**src/rtl/ovh_link_pkg.sv**
```systemverilog
package ovh_link_pkg;
  // Strobes from control to datapath, one slot at a time
  typedef struct packed {
    logic sendData;   // a data bit occupies this slot
    logic sendStuff;  // an inserted zero occupies this slot
    logic byteEnd;    // last data bit of the byte is sent now
    logic loadHold;   // copy holding register into active byte
  } ctrlStrobes_t;
endpackage

```
**src/rtl/ovh_link_ctrl.sv**
```systemverilog
module ovh_link_ctrl
  import ovh_link_pkg::*;
#(
  parameter int DATA_W  = 8,
  parameter int RUN_LEN = 5,
  localparam int IDX_W  = $clog2(DATA_W),
  localparam int RUN_W  = $clog2(RUN_LEN + 1)
) (
  input  logic             clk,
  input  logic             rstN,
  input  logic             slotStrobe,
  input  logic             mfBoundary,
  input  logic             stuffEn,
  input  logic             mfLoadMode,
  input  logic             curBit,
  output ctrlStrobes_t     strobes,
  output logic [IDX_W-1:0] bitIdx
);
  localparam logic [IDX_W-1:0] LAST_IDX = IDX_W'(DATA_W - 1);
  localparam logic [RUN_W-1:0] RUN_MAX  = RUN_W'(RUN_LEN);

  logic [RUN_W-1:0] onesCnt;
  logic             stuffDue;

  assign stuffDue = stuffEn && (onesCnt == RUN_MAX);

  always_comb begin
    strobes.sendStuff = slotStrobe && stuffDue;
    strobes.sendData  = slotStrobe && !stuffDue;
    strobes.byteEnd   = strobes.sendData && (bitIdx == LAST_IDX);
    strobes.loadHold  = strobes.byteEnd && (!mfLoadMode || mfBoundary);
  end

  always_ff @(posedge clk or negedge rstN) begin
    if (!rstN) begin
      onesCnt <= '0;
      bitIdx  <= '0;
    end else begin
      if (strobes.sendStuff) begin
        onesCnt <= '0;
      end else if (strobes.sendData) begin
        if (!curBit)                onesCnt <= '0;
        else if (onesCnt < RUN_MAX) onesCnt <= onesCnt + 1'b1;
      end
      if (strobes.sendData) begin
        bitIdx <= strobes.byteEnd ? '0 : bitIdx + 1'b1;
      end
    end
  end

  // an inserted zero does not advance the data position
  p_idx_frozen_r7: assert property (@(posedge clk) disable iff (!rstN)
    strobes.sendStuff |=> $stable(bitIdx));

  // without a slot strobe the data position does not move
  p_idx_idle_r1: assert property (@(posedge clk) disable iff (!rstN)
    !slotStrobe |=> $stable(bitIdx));
endmodule

```
**src/rtl/ovh_link_dp.sv**
```systemverilog
module ovh_link_dp
  import ovh_link_pkg::*;
#(
  parameter int DATA_W = 8,
  localparam int IDX_W = $clog2(DATA_W)
) (
  input  logic              clk,
  input  logic              rstN,
  input  logic              hostWrEn,
  input  logic [DATA_W-1:0] hostWrData,
  input  logic              intEnable,
  input  ctrlStrobes_t      strobes,
  input  logic [IDX_W-1:0]  bitIdx,
  output logic              curBit,
  output logic              ovhBit,
  output logic              bufEmpty,
  output logic              intN
);
  logic [DATA_W-1:0] holdReg;
  logic [DATA_W-1:0] activeByte;

  assign curBit = activeByte[bitIdx];
  assign intN   = !(bufEmpty && intEnable);

  always_ff @(posedge clk or negedge rstN) begin
    if (!rstN) begin
      holdReg    <= '0;
      activeByte <= '0;
      ovhBit     <= 1'b0;
      bufEmpty   <= 1'b0;
    end else begin
      if (hostWrEn)              holdReg    <= hostWrData;
      if (strobes.loadHold)      activeByte <= holdReg;
      if (strobes.sendStuff)     ovhBit     <= 1'b0;
      else if (strobes.sendData) ovhBit     <= curBit;
      if (hostWrEn)              bufEmpty   <= 1'b0;
      else if (strobes.loadHold) bufEmpty   <= 1'b1;
    end
  end

  // the serial bit holds between slots
  p_bit_hold_r1: assert property (@(posedge clk) disable iff (!rstN)
    !(strobes.sendData || strobes.sendStuff) |=> $stable(ovhBit));

  // a write clears the empty flag and releases the interrupt
  p_write_clears_r5: assert property (@(posedge clk) disable iff (!rstN)
    hostWrEn |=> (!bufEmpty && intN));

  // a masked interrupt is never asserted
  p_int_mask_r4: assert property (@(posedge clk) disable iff (!rstN)
    !intEnable |-> intN);
endmodule

```
**src/rtl/ovh_link_tx.sv**
```systemverilog
module ovh_link_tx
  import ovh_link_pkg::*;
#(
  parameter int DATA_W  = 8,
  parameter int RUN_LEN = 5,
  localparam int IDX_W  = $clog2(DATA_W)
) (
  input  logic              clk,
  input  logic              rstN,
  input  logic              hostWrEn,
  input  logic [DATA_W-1:0] hostWrData,
  input  logic              slotStrobe,
  input  logic              mfBoundary,
  input  logic              stuffEn,
  input  logic              intEnable,
  input  logic              mfLoadMode,
  output logic              ovhBit,
  output logic              bufEmpty,
  output logic              intN
);
  ctrlStrobes_t     strb;
  logic [IDX_W-1:0] bitIdx;
  logic             curBit;

  ovh_link_ctrl #(.DATA_W(DATA_W), .RUN_LEN(RUN_LEN)) u_ctrl (
    .clk        (clk),
    .rstN       (rstN),
    .slotStrobe (slotStrobe),
    .mfBoundary (mfBoundary),
    .stuffEn    (stuffEn),
    .mfLoadMode (mfLoadMode),
    .curBit     (curBit),
    .strobes    (strb),
    .bitIdx     (bitIdx)
  );

  ovh_link_dp #(.DATA_W(DATA_W)) u_dp (
    .clk        (clk),
    .rstN       (rstN),
    .hostWrEn   (hostWrEn),
    .hostWrData (hostWrData),
    .intEnable  (intEnable),
    .strobes    (strb),
    .bitIdx     (bitIdx),
    .curBit     (curBit),
    .ovhBit     (ovhBit),
    .bufEmpty   (bufEmpty),
    .intN       (intN)
  );

  // an inserted slot always puts a zero on the line
  p_stuff_zero_r7: assert property (@(posedge clk) disable iff (!rstN)
    strb.sendStuff |=> !ovhBit);

  // a boundary without a multiframe strobe leaves the empty flag alone
  p_mf_gate_r9: assert property (@(posedge clk) disable iff (!rstN)
    (mfLoadMode && !mfBoundary && strb.byteEnd && !hostWrEn) |=> $stable(bufEmpty));
endmodule

```
**config.mk**
```make
export PLATFORM = sky130hd
export DESIGN_NAME = ovh_link_tx
export DESIGN_NICKNAME = d
export VERILOG_FILES = /design/src/rtl/ovh_link_pkg.sv /design/src/rtl/ovh_link_ctrl.sv /design/src/rtl/ovh_link_dp.sv /design/src/rtl/ovh_link_tx.sv
export SDC_FILE = /design/constraint.sdc
export NUM_CORES = 1
export LEC_CHECK = 0
export BUFFER_PORTS_ARGS = -buffer_cell sky130_fd_sc_hd__buf_2
export CORE_MARGIN = 3
export CORE_UTILIZATION = 57
export CTS_CLUSTER_DIAMETER = 40
export DETAILED_ROUTE_END_ITERATION = 8
export GPL_TIMING_DRIVEN = 0
export PLACE_DENSITY = 0.87
export SLEW_MARGIN = 10
export SYNTH_ARGS = -nofsm -noshare
export SYNTH_HDL_FRONTEND = slang
export SYNTH_SLANG_ARGS = --single-unit
```
**constraint.sdc**
```tcl
create_clock -name clk -period 3 [get_ports clk]
set_input_delay 0.45 -clock clk [delete_from_list [all_inputs] [get_ports clk]]
set_output_delay 0.45 -clock clk [all_outputs]
set_load 0.01 [all_outputs]
```
==> metrics <==
outcome finished, final reports clean; Core Rows 15; CP Class flip-flop to flip-flop; PD cells 757 nW/um^2; Fin Setup TNS 0 ps; total global routing overflow 0; Setup Skew 9.40 ps; initial drt markers 5; htree depth 1; Worst IR Drop VDD 587 uV; Critical Path RT 3220 ps; core area 1760 sq um; worst r2r path cells 4; diode count 0; finished layout cell area 1240 sq um; cts hold-fix bufs 0; Ports 19; synthesis-to-finish area growth 14.0%; CP Launch Type flip-flop; Die Y 49.8 um; CTS max path bufs 2; worst path cell trace mux4_1 -> mux2i_4 -> o21ai_2 -> a21o_1; clock root cell clkbuf_4; Hold Crit Class input port to asynchronous set/reset pin; initial antenna violation count 0; Final Hold Fails 0; Post-Syn Area 1090 sq um; layout cells sized above 1 41.4%; CTS tree built; maxcap violations 0; wire length of the first global-routing pass 2.99 mm; sequential share of the synthesized area 55.0%; dpl hpwl 1.29 mm; Slew Limit Fails 0; Ys Warns 0; CP max FO 6; fin crit share 58.4%; RD Place Congestion 0.796; worst-margin pin slew 535 ps; #FFs+latches synth 24; first drt pass iteration count 4; post-synthesis instance total 78; Clock Latency Late Sink 310 ps; largest net degree at the start of global routing 25; Die Area 2480 sq um; Filler Cell Count 146; Post-DRT Antenna Nets 0; vias in the first global route 719; Crit-path slowest cell mux4_1; vias per cell 5.57; Pleak 0.000599 uW; post-CTS sizing 0; drt total wl 1.69 mm; fmax 571 MHz; drt wl/cell 13.6 um; CP Data Arrival Time 1970 ps; post-synthesis net count 98; Period minus WS final 1750 ps; RSZ-0062 raised after global routing no; final net count 120; Die X 49.8 um; Initial Util 61.8%; CTS buffer count 3; global-route usage over all layers 15.8%; reg-to-reg slack, setup 1250 ps; CP Capture Type flip-flop; top cell family by delay on the critical path multiplexers; Max stage delay on crit path 630 ps; endpoints failing setup 0; Worst-path clk slew 130 ps; post-synthesis cell type count 20; postcts setup bufs 0; TritonCTS Sinks 24; WP depth 4; DRC errors left 0; relative max-transition margin 64.3%; Buffers on Ports 17; DP Area 1210 sq um; routed vias 691; Syn Area/Cell 14.0 sq um; number of buffer and inverter stages on the critical path 0
## cell families (layout without fill, tap and decap cells)
logic type	Yosys count	in the layout	share of synthesized area [%]
compound gates	13	13	8.49
fa+ha+maj	4	4	4.59
mux	20	20	24.4
flops	24	24	55.0
buf+inv	5	26	1.72
simple gates	12	12	5.73
## stage by stage
step | cells | util (%) | worst slack (ps) | power, uW | hold WS [ps]
floorplan | 78 | - | 1400 | 710 | 154
global placement | 120 | 68.4 | 1320 | 763 | 450
detailed placement | 120 | 68.4 | 1260 | 788 | 457
CTS | 124 | 70.5 | 1240 | 950 | 108
global route | 124 | 70.5 | 1170 | 1000 | 118
finish | 124 | 70.5 | 1250 | 941 | 87.9
## flip-flops by register name, indices dropped and copies added (netlist names)
signal           cells
u_ctrl.onesCnt       3
u_ctrl.bitIdx        3
u_dp.holdReg         8
u_dp.ovhBit          1
u_dp.activeByte      8
u_dp.bufEmpty        1
## final timing paths
path | from | end
hold reg to reg | u_dp.activeByte[1] | u_dp.activeByte[1]
setup / recovery | u_ctrl.bitIdx[0] | u_ctrl.onesCnt[1]
max in group asynchronous | rstN | u_dp.holdReg[5]
hold / removal | rstN | u_dp.holdReg[6]
min in group clk | hostWrData[6] | u_dp.holdReg[6]
setup reg to reg | u_ctrl.bitIdx[0] | u_ctrl.onesCnt[1]
## where the power goes
group	switching, uW	internal [uW]
combinational	120	169
sequential	68.2	417
clock	91.6	74.1
## synthesized netlist by cell type (all sizes together)
library cell  count  area, sq um
nand3             2         10.0
mux2             17          191
nor4b             2         17.5
o21a              1         7.51
nand2b            1         6.26
dfrtp            24          601
inv               4         15.0
o21ai             3         18.8
mux2i             1         22.5
nand2             5         18.8
clkbuf            1         3.75
a21o              4         30.0
o2111ai           1         15.0
o22ai             1         6.26
mux4              2         52.6
a21oi             3         15.0
ha                4         50.1
nor3              2         10.0
## cells in the final DEF (no fill, tap or decap)
master,count
o21ai_0,1
nand3_1,2
o21ai_1,1
dfrtp_1,24
inv_1,4
ha_1,4
o21ai_2,1
nor4b_1,2
a21o_1,4
nand2b_1,1
clkbuf_1,1
nor3_1,2
mux2i_4,1
nand2_1,5
clkbuf_8,1
clkbuf_4,3
o21a_1,1
o22ai_1,1
a21oi_1,3
o2111ai_2,1
mux4_1,2
mux2_2,17
buf_2,17
## metal layers
layer | global-route usage (%) | wire [um]
met1 | 19.1 | 700
met4 | 5.53 | 18
met2 | 27.3 | 879
met3 | 3.93 | 88
met5 | 0 | 0
## cell type report
| type | count | area, sq um | area share (%) |
|---|---|---|---|
| plain buffers | 1 | 3.75 | 0.302 |
| clock buffers | 4 | 36.3 | 2.92 |
| inverters | 4 | 15.0 | 1.21 |
| multi-input cells | 49 | 472 | 37.9 |
| flip-flops and latches | 24 | 601 | 48.3 |
| well taps | 25 | 31.3 | 2.52 |
| repair buffers | 17 | 85.1 | 6.84 |
Power figures use the tool's default switching activity.
